### src/rtl/spi_cmd_pkg.sv
package spi_cmd_pkg;

   localparam int OP_W = 8;

   typedef enum logic [OP_W-1:0] {
      OP_RST_ALL = 8'h01,
      OP_WR_DIV  = 8'h07,
      OP_RD_STAT = 8'h0A,
      OP_RD_CFG  = 8'h0B,
      OP_RD_DIV  = 8'h0C,
      OP_LOAD    = 8'h0E,
      OP_WR_CFG  = 8'h10,
      OP_FLUSH   = 8'h11,
      OP_GO      = 8'h12
   } spi_op_e;

   typedef enum logic [1:0] {
      PH_CMD  = 2'd0,
      PH_WR   = 2'd1,
      PH_RD   = 2'd2,
      PH_IDLE = 2'd3
   } phase_e;

endpackage

### src/rtl/spi_in_sync.sv
module spi_in_sync #(
   parameter int STAGES = 2
) (
   input  logic clk,
   input  logic rst_n,
   input  logic sck,
   input  logic cs_n,
   input  logic si,
   output logic sck_rise,
   output logic sck_fall,
   output logic cs_idle,
   output logic si_s
);
   if (STAGES < 2) begin : g_bad_stages
      $error("spi_in_sync: STAGES must be at least 2");
   end

   // bit 2 = sck, bit 1 = cs_n, bit 0 = si
   localparam logic [2:0] RST_VAL = 3'b010;

   logic [2:0] chain [STAGES];
   logic       sck_d;

   for (genvar g = 0; g < STAGES; g++) begin : g_stage
      if (g == 0) begin : g_first
         always_ff @(posedge clk or negedge rst_n) begin
            if (!rst_n) chain[g] <= RST_VAL;
            else        chain[g] <= {sck, cs_n, si};
         end
      end else begin : g_next
         always_ff @(posedge clk or negedge rst_n) begin
            if (!rst_n) chain[g] <= RST_VAL;
            else        chain[g] <= chain[g-1];
         end
      end
   end

   always_ff @(posedge clk or negedge rst_n) begin
      if (!rst_n) sck_d <= 1'b0;
      else        sck_d <= chain[STAGES-1][2];
   end

   assign sck_rise = chain[STAGES-1][2] & ~sck_d;
   assign sck_fall = ~chain[STAGES-1][2] & sck_d;
   assign cs_idle  = chain[STAGES-1][1];
   assign si_s     = chain[STAGES-1][0];
endmodule

### src/rtl/spi_cmd_regfile.sv
module spi_cmd_regfile #(
   parameter int CFG_W = 16,
   parameter int DIV_W = 8,
   parameter int WORD_W = 32
) (
   input  logic              clk,
   input  logic              rst_n,
   input  logic              cfg_we,
   input  logic              div_we,
   input  logic [WORD_W-1:0] wdata,
   input  logic              fifo_empty,
   input  logic              fifo_half,
   input  logic              fifo_full,
   output logic [CFG_W-1:0]  cfg_q,
   output logic [DIV_W-1:0]  div_q,
   output logic [7:0]        stat
);
   if (CFG_W > WORD_W || DIV_W > WORD_W) begin : g_bad_width
      $error("spi_cmd_regfile: register wider than the shift word");
   end

   always_ff @(posedge clk or negedge rst_n) begin
      if (!rst_n) begin
         cfg_q <= '0;
         div_q <= '0;
      end else begin
         if (cfg_we) cfg_q <= wdata[CFG_W-1:0];
         if (div_we) div_q <= wdata[DIV_W-1:0];
      end
   end

   // status byte layout is fixed: empty=3, half=4, full=5
   assign stat = {2'b00, fifo_full, fifo_half, fifo_empty, 3'b000};


   cfg_hold_chk: assert property (@(posedge clk) disable iff (!rst_n)
      !cfg_we |=> $stable(cfg_q));
endmodule

### src/rtl/spi_cmd_core.sv
module spi_cmd_core
   import spi_cmd_pkg::*;
#(
   parameter int CFG_W     = 16,
   parameter int DIV_W     = 8,
   parameter int WORD_W    = 32,
   parameter int GO_BLOCK  = 13
) (
   input  logic              clk,
   input  logic              rst_n,
   input  logic              sck_rise,
   input  logic              sck_fall,
   input  logic              cs_idle,
   input  logic              si_s,
   input  logic [CFG_W-1:0]  cfg_q,
   input  logic [DIV_W-1:0]  div_q,
   input  logic [7:0]        stat,
   output logic              so,
   output logic              so_oe,
   output logic              cfg_we,
   output logic              div_we,
   output logic [WORD_W-1:0] wdata,
   output logic              rst_all,
   output logic              fifo_clr,
   output logic              tx_start,
   output logic              fifo_wr
);
   localparam int RD_W  = (CFG_W > DIV_W) ? ((CFG_W > 8) ? CFG_W : 8)
                                          : ((DIV_W > 8) ? DIV_W : 8);
   localparam int CNT_W = $clog2(WORD_W + 1);

   if (GO_BLOCK >= CFG_W) begin : g_bad_gate
      $error("spi_cmd_core: GO_BLOCK outside configuration word");
   end

   phase_e          phase;
   logic [CNT_W-1:0] bcnt;
   logic [CNT_W-1:0] wr_len;
   logic [OP_W-1:0] op_sh;
   logic [OP_W-1:0] op_q;
   logic [RD_W-1:0] rd_sh;
   logic            rd_hold;
   logic [OP_W-1:0] op_next;
   logic [WORD_W-1:0] wr_next;

   assign op_next = {op_sh[OP_W-2:0], si_s};
   assign wr_next = {wdata[WORD_W-2:0], si_s};
   assign so      = rd_sh[RD_W-1];
   assign so_oe   = (phase == PH_RD) && !cs_idle;

   always_ff @(posedge clk or negedge rst_n) begin
      if (!rst_n) begin
         phase    <= PH_CMD;
         bcnt     <= '0;
         wr_len   <= '0;
         op_sh    <= '0;
         op_q     <= '0;
         rd_sh    <= '0;
         rd_hold  <= 1'b0;
         wdata    <= '0;
         cfg_we   <= 1'b0;
         div_we   <= 1'b0;
         rst_all  <= 1'b0;
         fifo_clr <= 1'b0;
         tx_start <= 1'b0;
         fifo_wr  <= 1'b0;
      end else begin
         cfg_we   <= 1'b0;
         div_we   <= 1'b0;
         rst_all  <= 1'b0;
         fifo_clr <= 1'b0;
         tx_start <= 1'b0;
         fifo_wr  <= 1'b0;
         if (cs_idle) begin
            phase   <= PH_CMD;
            bcnt    <= '0;
            rd_hold <= 1'b0;
         end else if (sck_rise) begin
            unique case (phase)
               PH_CMD: begin
                  op_sh <= op_next;
                  if (bcnt == CNT_W'(OP_W - 1)) begin
                     bcnt  <= '0;
                     op_q  <= op_next;
                     phase <= PH_IDLE;
                     case (op_next)
                        OP_RST_ALL: rst_all  <= 1'b1;
                        OP_FLUSH:   fifo_clr <= 1'b1;
                        OP_GO:      tx_start <= ~cfg_q[GO_BLOCK];
                        OP_WR_DIV: begin
                           phase  <= PH_WR;
                           wr_len <= CNT_W'(DIV_W);
                        end
                        OP_WR_CFG: begin
                           phase  <= PH_WR;
                           wr_len <= CNT_W'(CFG_W);
                        end
                        OP_LOAD: begin
                           phase  <= PH_WR;
                           wr_len <= CNT_W'(WORD_W);
                        end
                        OP_RD_STAT: begin
                           phase   <= PH_RD;
                           rd_hold <= 1'b1;
                           rd_sh   <= RD_W'(stat) << (RD_W - 8);
                        end
                        OP_RD_CFG: begin
                           phase   <= PH_RD;
                           rd_hold <= 1'b1;
                           rd_sh   <= RD_W'(cfg_q) << (RD_W - CFG_W);
                        end
                        OP_RD_DIV: begin
                           phase   <= PH_RD;
                           rd_hold <= 1'b1;
                           rd_sh   <= RD_W'(div_q) << (RD_W - DIV_W);
                        end
                        default: ;
                     endcase
                  end else begin
                     bcnt <= bcnt + 1'b1;
                  end
               end
               PH_WR: begin
                  wdata <= wr_next;
                  if (bcnt == wr_len - 1'b1) begin
                     bcnt <= '0;
                     case (op_q)
                        OP_WR_DIV: begin div_we <= 1'b1; phase <= PH_IDLE; end
                        OP_WR_CFG: begin cfg_we <= 1'b1; phase <= PH_IDLE; end
                        default:   fifo_wr <= 1'b1;
                     endcase
                  end else begin
                     bcnt <= bcnt + 1'b1;
                  end
               end
               default: ;
            endcase
         end else if (sck_fall && phase == PH_RD) begin
            if (rd_hold) rd_hold <= 1'b0;
            else         rd_sh   <= rd_sh << 1;
         end
      end
   end


   strobe_excl_chk: assert property (@(posedge clk) disable iff (!rst_n)
      $onehot0({rst_all, fifo_clr, tx_start, fifo_wr}));

   strobe_single_chk: assert property (@(posedge clk) disable iff (!rst_n)
      (rst_all || fifo_clr || tx_start) |=> !(rst_all || fifo_clr || tx_start));

   start_gate_chk: assert property (@(posedge clk) disable iff (!rst_n)
      tx_start |-> !cfg_q[GO_BLOCK]);

   load_single_chk: assert property (@(posedge clk) disable iff (!rst_n)
      fifo_wr |=> !fifo_wr);
endmodule

### src/rtl/spi_cmd_regs.sv
module spi_cmd_regs #(
   parameter int SYNC_STAGES = 2,
   parameter int CFG_W       = 16,
   parameter int DIV_W       = 8,
   parameter int WORD_W      = 32,
   parameter int GO_BLOCK    = 13
) (
   input  logic              clk,
   input  logic              rst_n,
   input  logic              sck,
   input  logic              cs_n,
   input  logic              si,
   input  logic              fifo_empty,
   input  logic              fifo_half,
   input  logic              fifo_full,
   output logic              so,
   output logic              so_oe,
   output logic [CFG_W-1:0]  cfg_q,
   output logic [DIV_W-1:0]  div_q,
   output logic              rst_all,
   output logic              fifo_clr,
   output logic              tx_start,
   output logic              fifo_wr,
   output logic [WORD_W-1:0] fifo_wdata
);
   logic       sck_rise, sck_fall, cs_idle, si_s;
   logic       cfg_we, div_we;
   logic [7:0] stat;

   spi_in_sync #(.STAGES(SYNC_STAGES)) u_sync (
      .clk(clk), .rst_n(rst_n), .sck(sck), .cs_n(cs_n), .si(si),
      .sck_rise(sck_rise), .sck_fall(sck_fall), .cs_idle(cs_idle), .si_s(si_s)
   );

   spi_cmd_core #(.CFG_W(CFG_W), .DIV_W(DIV_W), .WORD_W(WORD_W),
                  .GO_BLOCK(GO_BLOCK)) u_core (
      .clk(clk), .rst_n(rst_n), .sck_rise(sck_rise), .sck_fall(sck_fall),
      .cs_idle(cs_idle), .si_s(si_s), .cfg_q(cfg_q), .div_q(div_q),
      .stat(stat), .so(so), .so_oe(so_oe), .cfg_we(cfg_we), .div_we(div_we),
      .wdata(fifo_wdata), .rst_all(rst_all), .fifo_clr(fifo_clr),
      .tx_start(tx_start), .fifo_wr(fifo_wr)
   );

   spi_cmd_regfile #(.CFG_W(CFG_W), .DIV_W(DIV_W), .WORD_W(WORD_W)) u_regs (
      .clk(clk), .rst_n(rst_n), .cfg_we(cfg_we), .div_we(div_we),
      .wdata(fifo_wdata), .fifo_empty(fifo_empty), .fifo_half(fifo_half),
      .fifo_full(fifo_full), .cfg_q(cfg_q), .div_q(div_q), .stat(stat)
   );


   so_release_chk: assert property (@(posedge clk) disable iff (!rst_n)
      cs_idle |-> !so_oe);

   rst_keeps_cfg_chk: assert property (@(posedge clk) disable iff (!rst_n)
      rst_all |=> ($stable(cfg_q) && $stable(div_q)));

   load_in_frame_chk: assert property (@(posedge clk) disable iff (!rst_n)
      fifo_wr |-> !cs_idle);
endmodule

### config.mk
export PLATFORM = sky130hd
export DESIGN_NAME = spi_cmd_regs
export DESIGN_NICKNAME = d
export VERILOG_FILES = /design/src/rtl/spi_cmd_pkg.sv /design/src/rtl/spi_in_sync.sv /design/src/rtl/spi_cmd_regfile.sv /design/src/rtl/spi_cmd_core.sv /design/src/rtl/spi_cmd_regs.sv
export SDC_FILE = /design/constraint.sdc
export NUM_CORES = 1
export LEC_CHECK = 0
export BUFFER_PORTS_ARGS = -buffer_cell sky130_fd_sc_hd__clkbuf_2
export CORE_ASPECT_RATIO = 1.4
export CORE_MARGIN = 2
export CORE_UTILIZATION = 57
export CTS_CLUSTER_DIAMETER = 80
export DETAILED_ROUTE_END_ITERATION = 10
export PLACE_DENSITY = 0.89
export SLEW_MARGIN = 20
export SYNTH_ARGS = -nofsm -noshare
export SYNTH_HDL_FRONTEND = slang
export SYNTH_SLANG_ARGS = --single-unit
### constraint.sdc
create_clock -name clk -period 2.1 [get_ports clk]
set_input_delay 0.42 -clock clk [delete_from_list [all_inputs] [get_ports clk]]
set_output_delay 0.42 -clock clk [all_outputs]
set_load 0.005 [all_outputs]
==> run summary <==
• 5 — maximum fanout encountered on the critical timing path
• 0 — DRC errors left
• 324 — violation count after the first detailed-route iteration
• 3372 — number of global-route vias before repair
• 875 nW/um2 — pwr/cell area
• false — setup repair after global routing missed its margin
• 113 um — die span in y
• 665 ps — measured slew at the worst slew-check pin
• 2210 ps — Arr. time, crit path
• sky130_fd_sc_hd__dfrtp_1 — cell type with the largest total area after synthesis
• 70 ps — clock-pin transition on the worst setup and hold timing paths
• 117 ps — final worst slack
• 9290 um2 — Die Footprint
• 2330 ps — critical path data required time
• inv_1 -> ha_1 -> xnor3_1 -> nand4_1 -> o41ai_2 -> buf_4 -> a21oi_1 — critical-path cell list
• 0.567 — Synth top area share
• flip-flop to flip-flop — type of the worst setup path
• 4 — number of detailed-route iterations in the first pass
• 13.6 um2 — mean area per synthesized cell
• flip-flop — critical path launch point type
• 0 — number of enable flip-flop cells after synthesis
• 357 — count of mapped cells out of synthesis
• sky130_fd_sc_hd__dfrtp_1 — top_reg_cell synth
• 1.00 — async set-reset flop share out of synthesis
• flip-flop — critical path endpoint category
• 2 — Buffers & Inverters on Critical Path
• input port to flip-flop — Hold/Removal Path Class
• 10000 um — aggregate routed wire length
• 5.02 mW — post-layout total power
• 0.700 — utilization after layout
• 0 — total overflow reported by the global router
• 556 — number of fill cells in the layout
• 0.370 — fraction of layout instances using a drive strength above 1
• 46 — maximum number of pins on one net before global-route repair
• 0.592 — Initial Utilization
• 0 — final number of max-transition violations
• 0 — number of nets with antenna violations after detailed routing
• 1980 ps — clock period minus worst slack
• 2.92 nW — cell leakage power
• 112 — number of clock sinks
• 18.4 um — routed length per instance
• 72.4 ps — post-placement setup slack
• 0.557 — relative slew slack
• 0 — post-CTS setup repair buffer count
• 0 — antenna violations before repair
• 0.578 — sequential cell area fraction in the yosys report
• 0.239 — overall global routing resource usage
• 0.579 mV — maximum ir drop on the vdd rail
• 2 — Bufs on Longest Clock Path
• 0 — count of antenna diodes in the layout
• 3 — H-tree levels
• finished clean — run status
• 9 — cts bufs inserted
• flip-flops — kind of cell adding the most delay to the critical path
• 0 ps — Fin Setup TNS
• 350 ps — latest clock arrival within the worst-skew pair
• sky130_fd_sc_hd__clkbuf_16 — cell at the root of the clock tree
• 16800 um — first-pass GRT wire length
• 0.849 — placer congestion estimate
• 153 ps — WHS
• 39 — number of placement rows
• 0 — setup violation total in the final timing report
• 6.48 ps — skew final
• 7160 um — DPL Wire Length
• 0 — count of final hold-check violations
• 8200 um2 — Placeable Area
• 70 — number of placed I/O pins
• 18.2% — Syn-to-layout area delta
• 0.944 — final worst-path cycle share
• 82.0 um — die width
• 63 — number of distinct library cells after synthesis
• sky130_fd_sc_hd__dfrtp_1 — slowest CP cell
• 0 — Yosys warnings
• 6.08 — via/cell ratio
• 4860 um2 — post-synthesis cell area
• 112 — Yosys reg bits
• 367 — Post-Synthesis Net Count
• 0 — number of max-cap violations
• 448 — total number of nets in the final design
• 370 ps — Crit path largest cell delay
• 3312 — number of vias after detailed routing
• 504 MHz — maximum operating frequency
• done — clock tree from TritonCTS
• sky130_fd_sc_hd__dfrtp_1 (57%), sky130_fd_sc_hd__mux2_2 (9.5%), sky130_fd_sc_hd__mux2_1 (7.7%) — top area cells in the synthesized netlist
• 69 — I/O Buffers
synthesized netlist by cell type (all sizes together) (2+ instances only):
cell type and instances:
and4 2, a22o 11, o31ai 6, nor3b 3, nor3 2, o2111ai 5, a221oi 3, dfstp 2
o21ai 7, nand2b 7, ha 2, nand3 2, o211ai 2, nor2 13, or3 3, a21oi 3
nand2 15, dfrtp 110, and2 2, buf 11, xor2 5, mux2 83, and3 2, a22oi 5
clkbuf 9, nor2b 3, o2bb2ai 4, inv 6
where the power goes:
part	switching (mW)	internal, mW
Sequential	0.140	2.29
Clock	0.803	0.950
Combinational	0.484	0.353
Total	1.43	3.59
through the flow:
step | std cells | instance area, um2
after floorplan | 357 | 4860
final | 545 | 5740
after detailed placement | 528 | 5400
after global routing | 545 | 5740
after global placement | 528 | 5400
after CTS | 545 | 5730
final timing paths:
path	to	cells after the start	slack [ps]	startpoint
worst max-delay path	u_core.bcnt[3]$_DFFE_PN0P_	7	120	u_core.wr_len[3]$_DFFE_PN0P_
worst min register to register	u_sync.cs_idle$_DFF_PN1_	0	360	u_sync.chain[4]$_DFF_PN1_
worst min-delay path	u_sync.chain[4]$_DFF_PN1_	1	150	cs_n
max in group asynchronous	u_core.rd_sh[12]$_DFFE_PN0P_	3	960	rst_n
min in group asynchronous	u_core.wdata[28]$_DFFE_PN0P_	2	510	rst_n
worst max register to register	u_core.bcnt[3]$_DFFE_PN0P_	7	120	u_core.wr_len[3]$_DFFE_PN0P_
routing by layer:
| metal | vias to the layer above | track usage | part of all wire |
|---|---|---|---|
| met4 | 0 | 0.110 | 0.025 |
| met5 | - | 0 | 0 |
| met1 | 1706 | 0.325 | 0.41 |
| met3 | 18 | 0.0423 | 0.047 |
| li1 | 1478 | - | - |
| met2 | 110 | 0.372 | 0.52 |
worst reg2reg max path: stages, from the launching register on:
cell,delay [ps]
sky130_fd_sc_hd__dfrtp_1,370
sky130_fd_sc_hd__inv_1,80
sky130_fd_sc_hd__ha_1,230
sky130_fd_sc_hd__xnor3_1,370
sky130_fd_sc_hd__nand4_1,270
sky130_fd_sc_hd__o41ai_2,320
sky130_fd_sc_hd__buf_4,190
sky130_fd_sc_hd__a21oi_1,40
final cells by class:
type                    instances  area [um2]  share of cell area
flip-flops and latches        112        2810               0.489
multi-input cells             219        1950               0.340
repair buffers                 90         520              0.0907
clock buffers                   9         225              0.0392
well taps                     102         128              0.0222
clock inverters                 7        88.8              0.0155
inverters                       6        22.5             0.00392
kinds of logic after synthesis:
kind of cell | Yosys count | share of synthesized area
buf+inv | 26 | 0.0240
flops | 112 | 0.578
fa+ha+maj | 2 | 0.00515
xor+xnor | 7 | 0.0155
simple gates | 67 | 0.0804
mux | 84 | 0.201
compound gates | 59 | 0.0961
layout by cell type, fill, tap and decap left out, drive strengths merged, types with 2 or more instances in the layout:
master   synthesis  layout
nand2b           7       7
nor2            13      13
a21oi            3       3
or3              3       3
buf             11      21
nor3b            3       3
nand2           15      15
inv              6       8
o2bb2ai          4       4
clkbuf           9      77
o2111ai          5       5
xor2             5       5
o31ai            6       6
and3             2       2
clkinv           0       4
a22oi            5       5
a221oi           3       3
nand3            2       2
nor2b            3       3
o211ai           2       2
o21ai            7       7
and2             2       2
ha               2       2
dfstp            2       2
a22o            11      11
mux2            83      83
and4             2       2
nor3             2       2
dfrtp          110     110
timing repair:
item | in CTS | in global routing
hold endpoints to repair | 21 | 0
gates resized for setup | 0 | 2
hold buffers | 1 | 0
endpoints found under the setup margin | 0 | 6
sequential cells by signal (all words and copies together), names as in the netlist:
register,cells
u_regs.div_q,8
u_core.op_q,8
u_sync.cs_idle,1
u_core.rd_hold,1
u_sync.chain,4
u_core.op_sh,7
u_sync.sck_d,1
u_core.wdata,32
u_regs.cfg_q,16
u_core.phase,2
u_core.bcnt,6
u_core.rd_sh,16
u_core.tx_start,1
u_core.rst_all,1
u_core.cfg_we,1
u_core.fifo_wr,1
u_sync.si_s,1
u_core.wr_len,3
u_core.fifo_clr,1
u_core.div_we,1
No activity file was read; power rests on OpenSTA's default activity.
